`src/rtl/sba_pkg.sv`:
```
package sba_pkg;

    typedef enum logic [1:0] {
        ST_IDLE,
        ST_HUNT,
        ST_SKIP,
        ST_PEND
    } hunt_st_e;

    localparam logic [7:0] A1_MARK = 8'hF6;
    localparam logic [7:0] A2_MARK = 8'h28;

endpackage

```
`src/rtl/sba_edge_sync.sv`:
```
module sba_edge_sync (
    input  logic clk,
    input  logic rst_n,
    input  logic oof_n,
    input  logic frm_dis,
    output logic fall,
    output logic dis_s
);
    logic oof_m, oof_s, oof_d;
    logic dis_m;

    always_ff @(posedge clk or negedge rst_n) begin
        if (!rst_n) begin
            oof_m <= 1'b1;
            oof_s <= 1'b1;
            oof_d <= 1'b1;
            dis_m <= 1'b0;
            dis_s <= 1'b0;
        end else begin
            oof_m <= oof_n;
            oof_s <= oof_m;
            oof_d <= oof_s;
            dis_m <= frm_dis;
            dis_s <= dis_m;
        end
    end

    assign fall = oof_d & ~oof_s;

endmodule

```
`src/rtl/sba_slicer.sv`:
```
module sba_slicer #(
    parameter int W     = 8,
    parameter int WIN_W = 48,
    parameter logic [WIN_W-1:0] PAT = '0,
    localparam int OFF_W = $clog2(W)
) (
    input  logic             clk,
    input  logic             rst_n,
    input  logic             ser_in,
    input  logic [OFF_W-1:0] off_sel,
    output logic [OFF_W-1:0] cnt,
    output logic             at_last,
    output logic             match,
    output logic [W-1:0]     byte_out,
    output logic             byte_stb
);
    logic [WIN_W-2:0] win;
    logic [WIN_W-1:0] win_full;

    assign win_full = {win, ser_in};
    assign at_last  = (cnt == OFF_W'(W - 1));
    assign match    = (win_full == PAT);

    always_ff @(posedge clk or negedge rst_n) begin
        if (!rst_n) begin
            cnt      <= '0;
            win      <= '0;
            byte_out <= '0;
            byte_stb <= 1'b0;
        end else begin
            cnt      <= at_last ? '0 : cnt + 1'b1;
            win      <= win_full[WIN_W-2:0];
            byte_stb <= at_last;
            if (at_last)
                byte_out <= win_full[off_sel +: W];
        end
    end

    // The strobe is never two clocks wide.
    p_stb_single_r2: assert property (@(posedge clk) disable iff (!rst_n)
        byte_stb |=> !byte_stb);

    // A strobe means the counter has just wrapped.
    p_stb_wrap_r2: assert property (@(posedge clk) disable iff (!rst_n)
        byte_stb |-> (cnt == '0));

endmodule

```
`src/rtl/sba_hunt_fsm.sv`:
```
module sba_hunt_fsm
    import sba_pkg::*;
#(
    parameter int W = 8,
    localparam int OFF_W = $clog2(W)
) (
    input  logic             clk,
    input  logic             rst_n,
    input  logic             fall,
    input  logic             dis_s,
    input  logic             match,
    input  logic             at_last,
    input  logic [OFF_W-1:0] cnt,
    output logic [OFF_W-1:0] off_nxt,
    output logic             hunting,
    output logic             frame_det
);
    hunt_st_e         st_q, st_n;
    logic [OFF_W-1:0] off_q;

    always_comb begin
        st_n    = st_q;
        off_nxt = off_q;
        unique case (st_q)
            ST_IDLE: ;
            ST_HUNT: if (match) begin
                off_nxt = OFF_W'(W - 1) - cnt;
                st_n    = at_last ? ST_PEND : ST_SKIP;
            end
            ST_SKIP: if (at_last) st_n = ST_PEND;
            ST_PEND: if (at_last) st_n = ST_IDLE;
        endcase
        if (fall) begin
            off_nxt = off_q;
            st_n    = dis_s ? ST_IDLE : ST_HUNT;
        end
    end

    always_ff @(posedge clk or negedge rst_n) begin
        if (!rst_n) begin
            st_q  <= ST_IDLE;
            off_q <= '0;
        end else begin
            st_q  <= st_n;
            off_q <= off_nxt;
        end
    end

    always_ff @(posedge clk or negedge rst_n) begin
        if (!rst_n)
            frame_det <= 1'b0;
        else if (at_last)
            frame_det <= (st_q == ST_PEND) && !fall;
    end

    assign hunting = (st_q == ST_HUNT);

    p_arm_r3: assert property (@(posedge clk) disable iff (!rst_n)
        (fall && !dis_s) |=> (st_q == ST_HUNT));

    p_cancel_r8: assert property (@(posedge clk) disable iff (!rst_n)
        (fall && dis_s) |=> (st_q == ST_IDLE && $stable(off_q)));

    p_leave_hunt_r5: assert property (@(posedge clk) disable iff (!rst_n)
        (st_q == ST_HUNT && match && !fall) |=> (st_q != ST_HUNT));

    p_offset_locked_r7: assert property (@(posedge clk) disable iff (!rst_n)
        (st_q != ST_HUNT) |=> $stable(off_q));

    p_det_on_stb_r6: assert property (@(posedge clk) disable iff (!rst_n)
        $rose(frame_det) |-> ($past(at_last) && st_q == ST_IDLE));

endmodule

```
`src/rtl/sonet_byte_aligner.sv`:
```
module sonet_byte_aligner #(
    parameter int W    = 8,
    parameter int N_A1 = 3,
    parameter int N_A2 = 3,
    parameter logic [W-1:0] MARK_A1 = W'(sba_pkg::A1_MARK),
    parameter logic [W-1:0] MARK_A2 = W'(sba_pkg::A2_MARK)
) (
    input  logic         clk,
    input  logic         rst_n,
    input  logic         ser_in,
    input  logic         oof_n,
    input  logic         frm_dis,
    output logic [W-1:0] byte_out,
    output logic         byte_stb,
    output logic         byte_valid,
    output logic         frame_det
);
    localparam int OFF_W = $clog2(W);
    localparam int WIN_W = W * (N_A1 + N_A2);
    localparam logic [WIN_W-1:0] FRAME_PAT = {{N_A1{MARK_A1}}, {N_A2{MARK_A2}}};

    logic             fall, dis_s, match, at_last, hunting;
    logic [OFF_W-1:0] cnt, off_nxt;

    sba_edge_sync u_sync (
        .clk     (clk),
        .rst_n   (rst_n),
        .oof_n   (oof_n),
        .frm_dis (frm_dis),
        .fall    (fall),
        .dis_s   (dis_s)
    );

    sba_slicer #(.W(W), .WIN_W(WIN_W), .PAT(FRAME_PAT)) u_slice (
        .clk      (clk),
        .rst_n    (rst_n),
        .ser_in   (ser_in),
        .off_sel  (off_nxt),
        .cnt      (cnt),
        .at_last  (at_last),
        .match    (match),
        .byte_out (byte_out),
        .byte_stb (byte_stb)
    );

    sba_hunt_fsm #(.W(W)) u_fsm (
        .clk       (clk),
        .rst_n     (rst_n),
        .fall      (fall),
        .dis_s     (dis_s),
        .match     (match),
        .at_last   (at_last),
        .cnt       (cnt),
        .off_nxt   (off_nxt),
        .hunting   (hunting),
        .frame_det (frame_det)
    );

    assign byte_valid = ~hunting;

    // Valid stays low for as long as the hunt runs.
    p_valid_hunt_r9: assert property (@(posedge clk) disable iff (!rst_n)
        (!byte_valid && !fall && !match) |=> !byte_valid);

    // A detection pulse never appears while hunting.
    p_det_not_hunting_r6: assert property (@(posedge clk) disable iff (!rst_n)
        $rose(frame_det) |-> byte_valid);

endmodule

```
`config.mk`:
```
export PLATFORM = sky130hd
export DESIGN_NAME = sonet_byte_aligner
export DESIGN_NICKNAME = d
export VERILOG_FILES = /design/src/rtl/sba_pkg.sv /design/src/rtl/sba_edge_sync.sv /design/src/rtl/sba_slicer.sv /design/src/rtl/sba_hunt_fsm.sv /design/src/rtl/sonet_byte_aligner.sv
export SDC_FILE = /design/constraint.sdc
export NUM_CORES = 1
export LEC_CHECK = 0
export ABC_AREA = 1
export BUFFER_PORTS_ARGS = -buffer_cell sky130_fd_sc_hd__buf_2
export CORE_UTILIZATION = 55
export DETAILED_ROUTE_END_ITERATION = 10
export PLACE_DENSITY = 0.7
export SLEW_MARGIN = 20
export SYNTH_ARGS = -nofsm -noshare
export SYNTH_HDL_FRONTEND = slang
export SYNTH_SLANG_ARGS = --single-unit
export TNS_END_PERCENT = 50
```
`constraint.sdc`:
```
create_clock -name clk -period 2.65 [get_ports clk]
set_clock_uncertainty 0.05 [all_clocks]
set_input_delay 0.53 -clock clk [delete_from_list [all_inputs] [get_ports clk]]
set_output_delay 0.53 -clock clk [all_outputs]
set_load 0.1 [all_outputs]
```
; ---- After elaboration in Yosys (flattened, before gate mapping)
; Index checks and enable logic that the tools add are counted.
; W data, S select, Z words.
[word_totals]
ff_bits = 70
latch_bits = 0
ramBits = 0
romBits = 0
input_bits = 5
out_inout_bits = 11
word_cells = 41
memories = 0
[classes]
add_sub_neg = 2
multipliers = 0
div_mod_pow = 0
magnitude_cmp = 0
eq_ne = 8
shift = 1
mux = 11
bitwise = 3
reduce_logical = 4
[ops]
columns = cell, n
row1 = $eq A48 B48 Y1 const B, 1
row2 = $shiftx A48 B4 Y8, 1
row3 = $mux W3, 4
row4 = $mux W2, 4
row5 = $ne A3 B1 Y1 const B, 2
row6 = $pmux W2 S3, 1
row7 = $eq A2 B2 Y1 const B, 2
row8 = $reduce_and A4 Y1, 1
row9 = $reduce_bool A4 Y1, 1
row10 = $add A3 B1 Y3 const B, 1
row11 = $eq A3 B3 Y1 const B, 1
row12 = $ne A3 B2 Y1 const B, 1
row13 = $sub A3 B3 Y3 const A, 1
row14 = $eq A2 B1 Y1 const B, 1
row15 = $mux W1, 2
row16 = $not A1 Y1, 2
row17 = $and A1 B1 Y1, 1
row18 = $logic_and A1 B1 Y1, 1
row19 = $logic_not A1 Y1, 1

; ---- Longest topological paths before layout
; Gate-level depths: netlist (run 1).
[depth]
ltp_word = 5
mapped_depth = 16
depth_no_buf = 15

; ---- Cells and area by module
; A second synthesis (run 1) with hierarchy kept.
[hier_totals]
cells_unflattened = 270
hier_area_um2 = 2716.4
[by_module_without_submodules]
columns = mod, instances, cells_each, area_per_inst_um2, seq_area_each_um2
row1 = sba_slicer, 1, 222, 2253.4, 1476.4
row2 = sba_hunt_fsm, 1, 40, 320.3, 150.1
row3 = sba_edge_sync, 1, 7, 138.9, 128.9
row4 = sonet_byte_aligner, 1, 1, 3.8, 0.0

; ---- Worst setup path before layout (run 1)
; No wires, ideal clock.
[synth_timing]
kind = register to register
startpoint = register u_fsm.st_q[1]
endpoint = register u_slice.byte_out[6]
setup_time_ns = 0.120
arrival_ns = 2.337
required_time_ns = 2.480
slack_ns = 0.143
path_stages_with_launch = 14
path_buffers = 1
synth_period_minus_slack_ns = 2.507
cell_sequence = dfrtp_1 -> inv_1 -> ha_1 -> inv_1 -> nor2_1 -> nand3_4 -> nand2_1 -> o21ai_2 -> buf_6 -> nand3_1 -> nand2_1 -> nand2_1 -> nand3_1 -> nand2_1
[synth_between]
elab_chain_cells = 4
[synth_lines]
columns = item, line_no
row1 = "start, declared", sba_hunt_fsm.sv:18  ; hunt_st_e st_q, st_n;
row2 = "start signal, assigned", sba_hunt_fsm.sv:44  ; st_q <= st_n;
row3 = $eq A2 B1 Y1, sba_hunt_fsm.sv:24  ; unique case (st_q)
row4 = $mux W3, sba_hunt_fsm.sv:24
row5 = $mux W3, sba_hunt_fsm.sv:33  ; if (fall) begin
row6 = named net off_nxt[1], sonet_byte_aligner.sv:23  ; logic [OFF_W-1:0] cnt, off_nxt;
row7 = $shiftx A48 B4 Y8, sba_slicer.sv:35  ; byte_out <= win_full[off_sel +: W];
row8 = "end signal, assigned", sba_slicer.sv:35
row9 = "end, declared", sba_slicer.sv:14  ; output logic [W-1:0] byte_out,
; The timed path passes the listed nets, and every way through them passes these cells.
; A chain may end at the register's enable or synchronous reset.

; ---- Final worst setup path (run 1)
[layout_timing]
startpoint = register u_fsm.st_q[1]
endpoint = register u_slice.byte_out[4]
[layout_between]
elab_chain_cells = 4
[layout_lines]
columns = item, line_no
row1 = $eq A2 B1 Y1, sba_hunt_fsm.sv:24
row2 = $mux W3, sba_hunt_fsm.sv:24
row3 = $mux W3, sba_hunt_fsm.sv:33
row4 = $shiftx A48 B4 Y8, sba_slicer.sv:35
; No other way between the ends.

==> load_flow_metrics.sql, run 1 <==
INSERT INTO impl_metrics (metric_group, metric, value, unit) VALUES
('floorplanning', 'placement_rows', '26', ''),
('logic_synthesis', 'synthesis.instances', '322', ''),
('worst_setup_path', 'critPathMaxStageDelay', '0.46', 'ns'),
('cts', 'cts.repair_timing.setup_buffer_count', '0', ''),
('drt', 'drc_violation_total_after_the_first_tritonroute_iteration', '144', ''),
('worst_setup_path', 'worstPathCellList', 'inv_1 -> ha_1 -> inv_1 -> nor2_1 -> buf_4 -> nand3_4 -> o21ai_2 -> nand3_1 -> nand3_1 -> nand2_1 -> nand2_1 -> nand2_1', ''),
('global_route', 'number_of_global_route_vias_before_repair', '2017', ''),
('global_route', 'grt_antenna_before_repair', '0', ''),
('drt', 'detail_route.first_pass.iterations', '5', ''),
('layout', 'n_diodes', '0', ''),
('cts', 'clock_tree_from_tritoncts', 'done', ''),
('floorplanning', 'start_util', '57.93', '%'),
('sta', 'fmaxAchievable', '453.8', 'MHz'),
('worst_setup_path', 'worstSetupStartpointType', 'flop', ''),
('logic_synthesis', 'synthXorXnorAreaFrac', '0', '%'),
('cts', 'h_tree_depth', '3', ''),
('worst_hold_path', 'holdCritPathClass', 'in2async', ''),
('logic_synthesis', 'synthesis.area', '2997', 'sq um'),
('placement', 'place_hpwl', '3694', 'um'),
('cts', 'clkSinkCount', '70', ''),
('global_route', 'grt_pass1_wl', '9197', 'um'),
('cts', 'clock_latency_of_the_later_clocked_register_in_the_worst_skew_pair', '0.34', 'ns'),
('logic_synthesis', 'basic_gate_share_of_the_synthesized_area_counting_and_or_nand_and_nor_cells', '29.60', '%'),
('floorplanning', 'die_height', '75.82', 'um'),
('drt', 'dr_total_vias', '2109', ''),
('logic_synthesis', 'synth_fp_nets', '333', ''),
('cts', 'maximum_buffer_depth_of_the_clock_tree', '2', ''),
('placement', 'placed_area', '3127', 'sq um'),
('sta', 'slew-limit-headroom', '65.66', '%'),
('global_route', 'grt_max_degree', '29', ''),
('placement', 'routabilityCongestion', '0.8177', ''),
('sta', 'final_period_demand_of_the_worst_path', '2.204', 'ns'),
('sta', 'setup_total_negative_slack', '0', 'ns'),
('layout', 'final-seq-area', '1755', 'sq um'),
('sta', 'drv_slew', '0', ''),
('sta', 'setup_ws', '0.4462', 'ns'),
('logic_synthesis', 'yosysWarningCount', '0', ''),
('floorplanning', 'pin_count', '16', ''),
('power_and_ir_drop', 'vdd.ir_drop.worst', '0.4882', 'mV'),
('logic_synthesis', 'syn_area_per_cell', '9.306', 'sq um'),
('power_and_ir_drop', 'power-per-cell-area', '704.5', 'nW/um^2'),
('cts', 'cts.repair.resized', '0', ''),
('flow_run', 'max_cap_viol_count', '0', ''),
('cts', 'cts_made_buffers', '9', ''),
('worst_setup_path', 'cp_max_fo', '12', ''),
('layout', 'finish.instance_area', '3294', 'sq um'),
('global_route', 'grt-ovfl-total', '0', ''),
('power_and_ir_drop', 'leakagePower', '1.648', 'nW'),
('layout', 'final_common_cell', 'sky130_fd_sc_hd__nand2_1', ''),
('status', 'run_status', 'complete, no violations', ''),
('layout', 'multi_input_comb_area', '1032', 'sq um'),
('sta', 'setup_viol', '0', ''),
('worst_setup_path', 'end_kind', 'flop', ''),
('floorplanning', 'core_region_area', '5172', 'sq um'),
('sta', 'tightestPinTransition', '0.5150', 'ns'),
('logic_synthesis', 'synth_cell_types', '25', ''),
('logic_synthesis', 'synth_seq_area_share', '58.58', '%'),
('logic_synthesis', 'synth_top_family_by_area', 'simple AND/OR/NAND/NOR gates', ''),
('sta', 'timing_hold_violations_final', '0', ''),
('sta', 'timing.final.crit_share', '83.16', '%'),
('drt', 'viasPerCell', '4.998', ''),
('drt', 'drt_drc_violations_left', '0', ''),
('worst_setup_path', 'crit_path_top_delay_cell', 'sky130_fd_sc_hd__dfrtp_1', ''),
('drt', 'antenna_violating_nets_post_route', '0', ''),
('cts', 'cts-hold-fix-buffers', '0', ''),
('layout', 'final_nets', '358', ''),
('worst_setup_path', 'critPathKind', 'reg2reg', ''),
('worst_setup_path', 'cp_data_required_time', '2.83', 'ns'),
('layout', 'number_of_fillers_in_the_final_layout', '423', ''),
('layout', 'mostFrequentLayoutCells', '86 x sky130_fd_sc_hd__nand2_1, 67 x sky130_fd_sc_hd__dfrtp_1, 53 x sky130_fd_sc_hd__nand3_1, 35 x sky130_fd_sc_hd__nor2_1, 34 x sky130_fd_sc_hd__inv_1', ''),
('floorplanning', 'floorplan.die_area', '5748', 'sq um');
## synth_stat cells
cell,count,area [sq um]
sky130_fd_sc_hd__o21ai_2,1,8.760
sky130_fd_sc_hd__o21ai_0,4,20.02
sky130_fd_sc_hd__dfrtp_1,67,1677
sky130_fd_sc_hd__nand2_4,2,22.52
sky130_fd_sc_hd__o21ai_4,1,16.27
sky130_fd_sc_hd__nor2_1,35,131.4
sky130_fd_sc_hd__nand3_1,53,265.3
sky130_fd_sc_hd__a21oi_1,2,10.01
sky130_fd_sc_hd__nand3_4,1,17.52
sky130_fd_sc_hd__buf_6,5,56.30
sky130_fd_sc_hd__clkinv_1,1,3.750
sky130_fd_sc_hd__nand2_2,3,18.77
sky130_fd_sc_hd__inv_1,34,127.6
sky130_fd_sc_hd__o211ai_1,1,7.510
sky130_fd_sc_hd__nor2_4,1,11.26
sky130_fd_sc_hd__clkbuf_8,1,13.76
sky130_fd_sc_hd__nor2_2,2,12.51
sky130_fd_sc_hd__o31ai_1,1,7.510
sky130_fd_sc_hd__nand2_1,86,322.8
sky130_fd_sc_hd__nand4_1,7,43.79
sky130_fd_sc_hd__nand4_4,1,21.27
sky130_fd_sc_hd__ha_1,6,75.07
sky130_fd_sc_hd__inv_2,2,7.510
sky130_fd_sc_hd__dfstp_2,3,78.83
sky130_fd_sc_hd__nand3_2,2,20.02
## worst max-delay path, delay by kind of cell (launching register included)
family          cells  cell delay, ns
fa+ha+maj           1            0.16
compound gates      1            0.45
simple gates        7            0.68
flops               1            0.46
buf+inv             3            0.31
## cell families (layout without fill, tap and decap cells)
kind of cell	after synthesis	after routing
AO/OA/AOI/OAI	10	10
adder cells (fa/ha/maj)	6	6
buffers and inverters	43	73
flip-flops	70	70
AND/OR/NAND/NOR	193	193
## layer usage
| layer | vias up | track usage (%) | routed length [um] |
|---|---|---|---|
| met3 | 7 | 7.540 | 223 |
| met1 | 989 | 29.17 | 2537 |
| met2 | 37 | 34.41 | 2409 |
| met5 | - | 0 | 0 |
| met4 | 0 | 8.025 | 77 |
| li1 | 1076 | - | - |
## stage by stage
stage               instances  hold slack (ns)  util [%]  power [W]
finish                    422          0.09791     63.69   0.002321
global route              422           0.1289     63.69   0.002448
CTS                       422           0.1042     63.69   0.002351
detailed placement        406           0.2887     60.45   0.001607
global placement          406           0.2837     60.45   0.001596
floorplan                 322           0.1844         -   0.001504
## where the power goes
| part | internal (W) | switching, W |
|---|---|---|
| registers | 0.00114 | 0.0000670 |
| logic | 0.0000975 | 0.000285 |
| clock network | 0.000361 | 0.000374 |
## final timing paths
| kind | from | to | slack, ns | cells after the start |
|---|---|---|---|---|
| worst max-delay path | u_fsm.st_q[1] | u_slice.byte_out[4] | 0.45 | 12 |
| worst min-delay path | rst_n | u_slice.byte_out[0] | 0.1 | 1 |
| worst max register to register | u_fsm.st_q[1] | u_slice.byte_out[4] | 0.45 | 12 |
| worst min register to register | u_sync.dis_m | u_sync.dis_s | 0.30 | 0 |
| max in group asynchronous | rst_n | u_slice.win[18] | 1.72 | 2 |
| min in group clk | oof_n | u_sync.oof_m | 0.24 | 1 |
## sequential cells by signal, indices dropped and copies added, names as in the netlist
signal and flops:
u_sync.oof_d 1, u_fsm.off_q 3, u_fsm.frame_det 1, u_sync.oof_s 1, u_slice.cnt 3, u_slice.byte_out 8
u_sync.dis_m 1, u_fsm.st_q 2, u_slice.win 47, u_sync.dis_s 1, u_sync.oof_m 1, u_slice.byte_stb 1
## final cells by class
class / count / area share [%]
clock buffers: 12 / 4.406
clock inverters: 4 / 0.6836
inverters: 37 / 4.216
multi-input cells: 209 / 31.33
flip-flops and latches: 70 / 53.29
well taps: 70 / 2.659
repair buffers: 20 / 3.418
Note: power is estimated with default switching activity, not from simulation.
==> run 2: changes to the inputs <==
--- a/config.mk
+++ b/config.mk
@@ -5,11 +5,11 @@
 export SDC_FILE = /design/constraint.sdc
 export NUM_CORES = 1
 export LEC_CHECK = 0
-export ABC_AREA = 1
+export ABC_AREA = 0
 export BUFFER_PORTS_ARGS = -buffer_cell sky130_fd_sc_hd__buf_2
-export CORE_UTILIZATION = 55
+export CORE_UTILIZATION = 53
 export DETAILED_ROUTE_END_ITERATION = 10
-export PLACE_DENSITY = 0.7
+export PLACE_DENSITY = 0.71
 export SLEW_MARGIN = 20
 export SYNTH_ARGS = -nofsm -noshare
 export SYNTH_HDL_FRONTEND = slang
==> constraint.sdc (replaced) <==
create_clock -name clk -period 1.85 [get_ports clk]
set_clock_uncertainty 0.05 [all_clocks]
set_input_delay 0.37 -clock clk [delete_from_list [all_inputs] [get_ports clk]]
set_output_delay 0.37 -clock clk [all_outputs]
set_load 0.1 [all_outputs]
==> run 2 against run 1 <==
Net effect: the flow now finishes with violations (negative setup slack); final area rose by 7.7%; largest cell class unchanged; synthesized area down 11%; total power is 55% higher; critical path type unchanged; highest routed layer unchanged; via count decreased by 12%; largest power group unchanged.
==> load_flow_metrics.sql, run 2 <==
INSERT INTO impl_metrics (metric_group, metric, value, unit) VALUES
('status', 'run_status', 'finished with violations', ''),
('status', 'failed_checks', 'negative setup slack', ''),
('layout', 'areaGrowthSynthToFinish', '32.97', '%'),
('worst_setup_path', 'worstSetupStartpointType', 'flop', ''),
('layout', 'final_common_cell', 'sky130_fd_sc_hd__dfrtp_1', ''),
('cts', 'h_tree_depth', '3', ''),
('logic_synthesis', 'synth_fp_nets', '190', ''),
('cts', 'path_clk_slew', '0.07', 'ns'),
('placement', 'buffer_ports.inserted', '15', ''),
('global_route', 'grt_antenna_before_repair', '0', ''),
('layout', 'n_diodes', '0', ''),
('cts', 'clock_latency_of_the_later_clocked_register_in_the_worst_skew_pair', '0.34', 'ns'),
('sta', 'timing.final.crit_share', '144.6', '%'),
('sta', 'slew-limit-headroom', '67.07', '%'),
('floorplanning', 'pin_count', '16', ''),
('sta', 'setup_viol', '13', ''),
('logic_synthesis', 'yosysWarningCount', '0', ''),
('drt', 'dr_total_vias', '1855', ''),
('logic_synthesis', 'synth_top_area_cell', 'sky130_fd_sc_hd__dfrtp_1', ''),
('worst_setup_path', 'cp_data_required_time', '2.03', 'ns'),
('drt', 'viasPerCell', '5.725', ''),
('logic_synthesis', 'synth-async-reset-ratio', '100.0', '%'),
('global_route', 'grt_pass1_wl', '9384', 'um'),
('logic_synthesis', 'synth-seq-cells', '70', ''),
('drt', 'drt_drc_violations_left', '0', ''),
('floorplanning', 'chipWidth', '72.95', 'um'),
('sta', 'setup_total_negative_slack', '-7.029', 'ns'),
('worst_hold_path', 'holdCritPathClass', 'in2reg', ''),
('sta', 'grt_setup_unrepaired', 'yes', ''),
('layout', 'final_standard_cell_count_with_taps_included_and_fillers_excluded', '324', ''),
('layout', 'final_nets', '263', ''),
('layout', 'biggestRegsByFlops', 'u_slice.win (47), u_slice.byte_out (8)', ''),
('cts', 'clock_tree_from_tritoncts', 'done', ''),
('global_route', 'grt_max_degree', '39', ''),
('layout', 'number_of_fillers_in_the_final_layout', '317', ''),
('power_and_ir_drop', 'leakagePower', '1.629', 'nW'),
('global_route', 'number_of_global_route_vias_before_repair', '1880', ''),
('worst_setup_path', 'cp_max_fo', '8', ''),
('sta', 'drv_slew', '0', ''),
('layout', 'largest_register_ff_count', '47', ''),
('worst_hold_path', 'worst_hold_startpoint', 'oof_n', ''),
('logic_synthesis', 'post-synth-top-count-cell', 'sky130_fd_sc_hd__dfrtp_1', ''),
('layout', 'largest-register', 'u_slice.win', ''),
('drt', 'drc_violation_total_after_the_first_tritonroute_iteration', '125', ''),
('logic_synthesis', 'synth_top_area_share', '62.85', '%'),
('worst_setup_path', 'worst_r2r_startpoint', 'u_slice.win[1]', ''),
('sta', 'setup_ws', '-0.8246', 'ns'),
('logic_synthesis', 'yosys-top-cells-count', '67 x sky130_fd_sc_hd__dfrtp_1, 12 x sky130_fd_sc_hd__mux2i_1, 10 x sky130_fd_sc_hd__inv_1', ''),
('layout', 'postLayoutCoreUtil', '74.12', '%'),
('drt', 'total_routed_length', '6044', 'um'),
('logic_synthesis', 'synthFlopType', 'sky130_fd_sc_hd__dfrtp_1', ''),
('floorplanning', 'floorplan.die_area', '5321', 'sq um'),
('power_and_ir_drop', 'p_total', '0.003598', 'W'),
('global_route', 'grt-ovfl-total', '0', ''),
('logic_synthesis', 'synthesis.area', '2668', 'sq um'),
('worst_setup_path', 'crit_path_launch', 'u_slice.win[1]', ''),
('logic_synthesis', 'synth_edf_count', '0', ''),
('cts', 'cts_made_buffers', '9', ''),
('placement', 'routabilityCongestion', '1.009', ''),
('power_and_ir_drop', 'power-per-cell-area', '1014', 'nW/um^2'),
('worst_setup_path', 'timing.critical_path.arrival', '2.86', 'ns'),
('layout', 'mostFrequentLayoutCells', '67 x sky130_fd_sc_hd__dfrtp_1, 42 x sky130_fd_sc_hd__buf_4, 14 x sky130_fd_sc_hd__buf_2, 10 x sky130_fd_sc_hd__mux2i_1', ''),
('sta', 'final_period_demand_of_the_worst_path', '2.675', 'ns'),
('global_route', 'overall_routing_resource_usage', '25.09', '%'),
('flow_run', 'max_cap_viol_count', '0', ''),
('worst_setup_path', 'end_kind', 'flop', ''),
('sta', 'fmaxAchievable', '373.9', 'MHz'),
('floorplanning', 'placement_rows', '25', ''),
('sta', 'whs', '0.07230', 'ns'),
('layout', 'drive_gt1_share', '43.19', '%'),
('logic_synthesis', 'yosys-top-cells-area', 'sky130_fd_sc_hd__dfrtp_1 63%, sky130_fd_sc_hd__mux2i_1 4.5%, sky130_fd_sc_hd__a221o_1 3.0%, sky130_fd_sc_hd__dfstp_2 3.0%, sky130_fd_sc_hd__ha_1 2.8%', ''),
('placement', 'placed_cells', '295', ''),
('logic_synthesis', 'synth_cell_types', '40', ''),
('drt', 'detail_route.first_pass.iterations', '5', ''),
('logic_synthesis', 'syn_area_per_cell', '14.90', 'sq um'),
('drt', 'wl_cell', '18.65', 'um'),
('logic_synthesis', 'synth_seq_area_share', '65.81', '%'),
('floorplanning', 'die_height', '72.95', 'um'),
('sta', 'tightestPinTransition', '0.4973', 'ns'),
('floorplanning', 'core_region_area', '4786', 'sq um'),
('sta', 'timing_hold_violations_final', '0', ''),
('placement', 'place_hpwl', '3777', 'um'),
('cts', 'cts_root_buf', 'sky130_fd_sc_hd__clkbuf_8', ''),
('drt', 'antenna_violating_nets_post_route', '0', ''),
('cts', 'maximum_buffer_depth_of_the_clock_tree', '2', ''),
('logic_synthesis', 'synthesis.instances', '179', ''),
('worst_setup_path', 'critPathKind', 'reg2reg', ''),
('cts', 'clkSinkCount', '70', ''),
('floorplanning', 'start_util', '55.74', '%'),
('power_and_ir_drop', 'vdd.ir_drop.worst', '0.5315', 'mV');
run 2: cell count changes in the layout (fill, tap and decap cells not counted), sizes merged, moves of 6 or more:
cell   previous run  this run
a221o             0         9
a32oi             0         6
buf              20        64
inv              36        12
mux2              0         6
mux2i             0        12
nand2            91         5
nand3            56         1
nor2             38         4
run 2: worst paths after layout:
check	cells past startpoint	endpoint	slack (ns)
worst max-delay path	8	u_slice.byte_out[5]	-0.82
worst min-delay path	1	u_sync.oof_m	0.07
worst max register to register	8	u_slice.byte_out[5]	-0.82
worst min register to register	0	u_sync.oof_s	0.31
max in group asynchronous	3	u_fsm.off_q[2]	0.75
min in group asynchronous	2	u_slice.win[39]	0.43
run 2: critical path, stage by stage (launching register included):
cell	delay, ns
sky130_fd_sc_hd__dfrtp_1	0.40
sky130_fd_sc_hd__nor4bb_1	0.27
sky130_fd_sc_hd__nand4_1	0.18
sky130_fd_sc_hd__buf_4	0.19
sky130_fd_sc_hd__o41ai_4	0.37
sky130_fd_sc_hd__a21bo_4	0.33
sky130_fd_sc_hd__a221o_1	0.32
sky130_fd_sc_hd__and3_1	0.19
sky130_fd_sc_hd__a221o_1	0.25
run 2: timing repair:
action,CTS,global route
setup buffers,7,3
hold endpoints to repair,13,0
cloned,1,1
setup endpoints to repair,13,13
gates resized for setup,10,13
hold buffers,1,0
pin swaps,10,4
run 2: routing by layer:
layer  global-route usage (%)  wire (um)
met5                        0          0
met4                    8.932         95
met1                    32.42       2553
met3                    8.425        299
met2                    39.88       3095
run 2: through the flow:
stage	instance area (sq um)	worst slack, ns
floorplan	2671	-0.7029
global placement	3141	-0.8707
detailed placement	3141	-0.9064
CTS	3466	-0.7375
global route	3547	-0.9101
finish	3547	-0.8246
run 2: cell families after synthesis:
kind of cell | Yosys count | share of synthesized area (%)
flip-flops | 70 | 65.81
multiplexers | 18 | 7.036
AO/OA/AOI/OAI | 37 | 12.01
buffers and inverters | 16 | 2.955
AND/OR/NAND/NOR | 32 | 9.381
adder cells (fa/ha/maj) | 6 | 2.814
run 2: area by class of cell:
| class | instances | area (sq um) | area share, % |
|---|---|---|---|
| clock buffer | 10 | 127.6 | 3.598 |
| clock inverter | 6 | 62.56 | 1.764 |
| inverter | 11 | 46.29 | 1.305 |
| multi-input combinational | 94 | 930.9 | 26.24 |
| sequential | 70 | 1755 | 49.49 |
| tap | 67 | 83.83 | 2.363 |
| timing repair buffer | 65 | 529.3 | 14.92 |
| timing repair inverter | 1 | 11.26 | 0.3175 |
run 2: power breakdown:
group	internal, W	leakage [nW]	total [W]	switching [W]
Sequential	0.00163	0.817	0.00168	0.0000547
Combinational	0.000263	0.724	0.000730	0.000466
Clock	0.000617	0.0883	0.00119	0.000570
==> run 3: changes to the inputs <==
--- a/config.mk
+++ b/config.mk
@@ -7,9 +7,10 @@
 export LEC_CHECK = 0
 export ABC_AREA = 0
 export BUFFER_PORTS_ARGS = -buffer_cell sky130_fd_sc_hd__buf_2
-export CORE_UTILIZATION = 53
+export CORE_UTILIZATION = 55
+export CTS_BUF_LIST = sky130_fd_sc_hd__clkbuf_4 sky130_fd_sc_hd__clkbuf_8
 export DETAILED_ROUTE_END_ITERATION = 10
-export PLACE_DENSITY = 0.71
+export PLACE_DENSITY = 0.73
 export SLEW_MARGIN = 20
 export SYNTH_ARGS = -nofsm -noshare
 export SYNTH_HDL_FRONTEND = slang
==> run 3 against run 2 <==
Net effect: the flow still finishes with violations (negative setup slack); sequential share of layout area up 1.1 points; final area down 2.1%; first-iteration DRC count up 20%; critical path type unchanged; highest routed layer unchanged.
==> load_flow_metrics.sql, run 3 (same netlist as run 2, synthesis figures left out) <==
INSERT INTO impl_metrics (metric_group, metric, value, unit) VALUES
('sta', 'final_period_demand_of_the_worst_path', '2.718', 'ns'),
('floorplanning', 'core_region_area', '4504', 'sq um'),
('power_and_ir_drop', 'share_clk_of_total_power', '33.8', '%'),
('cts', 'clock_latency_of_the_later_clocked_register_in_the_worst_skew_pair', '0.35', 'ns'),
('layout', 'number_of_fillers_in_the_final_layout', '253', ''),
('sta', 'drv_slew', '0', ''),
('sta', 'tightestPinTransition', '0.5161', 'ns'),
('power_and_ir_drop', 'share_of_total_power_in_sequential_cells', '46.7', '%'),
('global_route', 'number_of_global_route_vias_before_repair', '1848', ''),
('placement', 'buffer_ports.inserted', '15', ''),
('global_route', 'grt-ovfl-total', '0', ''),
('layout', 'finish.instance_area', '3473', 'sq um'),
('power_and_ir_drop', 'leakagePower', '1.615', 'nW'),
('power_and_ir_drop', 'vdd.ir_drop.worst', '0.6018', 'mV'),
('cts', 'maximum_buffer_depth_of_the_clock_tree', '2', ''),
('sta', 'setup_viol', '13', ''),
('worst_setup_path', 'worst-r2r-setup-slack', '-0.87', 'ns'),
('drt', 'wl_cell', '18.09', 'um'),
('drt', 'viasPerCell', '5.843', ''),
('worst_setup_path', 'critPathMaxStageDelay', '0.41', 'ns'),
('power_and_ir_drop', 'cellInternalPower', '0.002505', 'W'),
('layout', 'n_diodes', '0', ''),
('drt', 'detail_route.first_pass.iterations', '5', ''),
('floorplanning', 'chipWidth', '71.64', 'um'),
('power_and_ir_drop', 'p_total', '0.003582', 'W'),
('worst_setup_path', 'worstSetupStartpointType', 'flop', ''),
('drt', 'antenna_violating_nets_post_route', '0', ''),
('layout', 'largest_register_ff_count', '47', ''),
('power_and_ir_drop', 'power.share.combinational', '19.4', '%'),
('floorplanning', 'floorplan.die_area', '5132', 'sq um'),
('worst_setup_path', 'critical-path-top-cell-by-count', 'sky130_fd_sc_hd__a221o_1', ''),
('global_route', 'grt_max_degree', '31', ''),
('worst_setup_path', 'timing.critical_path.arrival', '2.90', 'ns'),
('worst_setup_path', 'path_delay_family', 'compound AO/OA/AOI/OAI gates', ''),
('worst_setup_path', 'worstPathCellList', 'nor4bb_1 -> nand4_1 -> buf_4 -> o41ai_4 -> a21bo_4 -> a221o_1 -> and3_1 -> a221o_1', ''),
('cts', 'path_clk_slew', '0.07', 'ns'),
('cts', 'cts_root_buf', 'sky130_fd_sc_hd__clkbuf_8', ''),
('flow_run', 'max_cap_viol_count', '0', ''),
('layout', 'final_nets', '259', ''),
('sta', 'timing.final.crit_share', '146.9', '%'),
('drt', 'total_routed_length', '5518', 'um'),
('power_and_ir_drop', 'power-per-cell-area', '1031', 'nW/um^2'),
('layout', 'biggestRegsByFlops', 'u_slice.win (47), u_slice.byte_out (8)', ''),
('worst_setup_path', 'cp_data_required_time', '2.03', 'ns'),
('worst_setup_path', 'critPathKind', 'reg2reg', ''),
('placement', 'routabilityCongestion', '0.8968', ''),
('floorplanning', 'start_util', '59.22', '%'),
('cts', 'clock_tree_from_tritoncts', 'done', ''),
('layout', 'multi_input_comb_area', '904.6', 'sq um'),
('sta', 'slew-limit-headroom', '65.60', '%'),
('placement', 'place_hpwl', '3607', 'um'),
('worst_setup_path', 'cp_num_buf_inv', '1', ''),
('layout', 'largest-register', 'u_slice.win', ''),
('global_route', 'grt_pass1_wl', '9170', 'um'),
('sta', 'timing_hold_violations_final', '0', ''),
('sta', 'grt_setup_unrepaired', 'yes', ''),
('cts', 'cts_made_buffers', '9', ''),
('layout', 'mostFrequentLayoutCells', '67 x sky130_fd_sc_hd__dfrtp_1, 39 x sky130_fd_sc_hd__buf_4, 14 x sky130_fd_sc_hd__buf_2', ''),
('floorplanning', 'die_height', '71.64', 'um'),
('worst_hold_path', 'holdCritPathClass', 'in2reg', ''),
('layout', 'areaGrowthSynthToFinish', '30.21', '%'),
('floorplanning', 'pin_count', '16', ''),
('worst_setup_path', 'end_kind', 'flop', ''),
('worst_setup_path', 'cp_max_fo', '7', ''),
('status', 'failed_checks', 'negative setup slack', ''),
('layout', 'final_common_cell', 'sky130_fd_sc_hd__dfrtp_1', ''),
('placement', 'placed_area', '3114', 'sq um'),
('sta', 'setup_ws', '-0.8682', 'ns'),
('sta', 'fmaxAchievable', '367.9', 'MHz'),
('status', 'run_status', 'finished with violations', ''),
('global_route', 'grt_antenna_before_repair', '0', ''),
('drt', 'drt_drc_violations_left', '0', ''),
('cts', 'clkSinkCount', '70', ''),
('global_route', 'overall_routing_resource_usage', '24.44', '%'),
('layout', 'final-seq-area', '1755', 'sq um'),
('worst_setup_path', 'crit_path_top_delay_cell', 'sky130_fd_sc_hd__o41ai_4', ''),
('floorplanning', 'placement_rows', '24', ''),
('cts', 'h_tree_depth', '3', ''),
('drt', 'dr_total_vias', '1782', ''),
('power_and_ir_drop', 'power.net_switching', '0.001077', 'W'),
('drt', 'drc_violation_total_after_the_first_tritonroute_iteration', '150', ''),
('power_and_ir_drop', 'p_sw_share', '30.06', '%'),
('layout', 'drive_gt1_share', '41.11', '%');
[run 3: per-layer routing]
layer	wire length (um)	up-vias	global-route usage (%)
met3	356	15	4.079
met5	0	-	0
met1	2458	884	33.56
li1	-	812	-
met4	119	0	15.03
met2	2584	71	36.90
[run 3: layout make-up]
class | count | share of cell area [%]
Clock buffer | 9 | 3.566
Timing Repair Buffer | 62 | 14.59
Sequential cell | 70 | 50.54
Tap cell | 52 | 1.873
Multi-Input combinational cell | 94 | 26.04
Inverter | 11 | 1.261
Clock inverter | 7 | 2.125
[run 3: metrics by stage]
stage	worst slack, ns	hold slack [ns]	utilization (%)	TNS, ns	instances
after global placement	-0.8666	0.2979	69.14	-7.896	279
after detailed placement	-0.9216	0.3010	69.14	-8.267	279
final	-0.8682	0.07118	77.11	-7.678	305
after floorplan	-0.7029	0.02441	-	-5.743	179
after CTS	-0.8255	0.05468	76.25	-7.593	304
after global routing	-0.9750	0.05403	77.11	-9.191	305
[run 3: final timing paths]
path,depth (start not counted),to,startpoint
setup / recovery,8,u_slice.byte_out[5],u_slice.win[42]
hold / removal,1,u_sync.oof_m,oof_n
setup reg to reg,8,u_slice.byte_out[5],u_slice.win[42]
hold reg to reg,0,u_sync.oof_s,u_sync.oof_m
max in group asynchronous,3,u_sync.oof_d,rst_n
min in group asynchronous,2,u_slice.win[39],rst_n
[run 3: what timing repair did]
item,4_1_cts,5_1_grt
gates resized for setup,8,5
cloned,1,0
endpoints found under the setup margin,13,13
buffers inserted,7,1
hold endpoints to repair,19,0
hold buffers,1,0
pin swaps,9,10
[run 3: power groups by stage]
stage	Sequential, W	Combinational [W]	Clock (W)
finish	0.00167	0.000696	0.00121
global route	0.00168	0.000749	0.00131
CTS	0.00167	0.000692	0.00124
detailed placement	0.00170	0.000664	0
global placement	0.00170	0.000641	0
floorplan	0.00182	0.000287	0
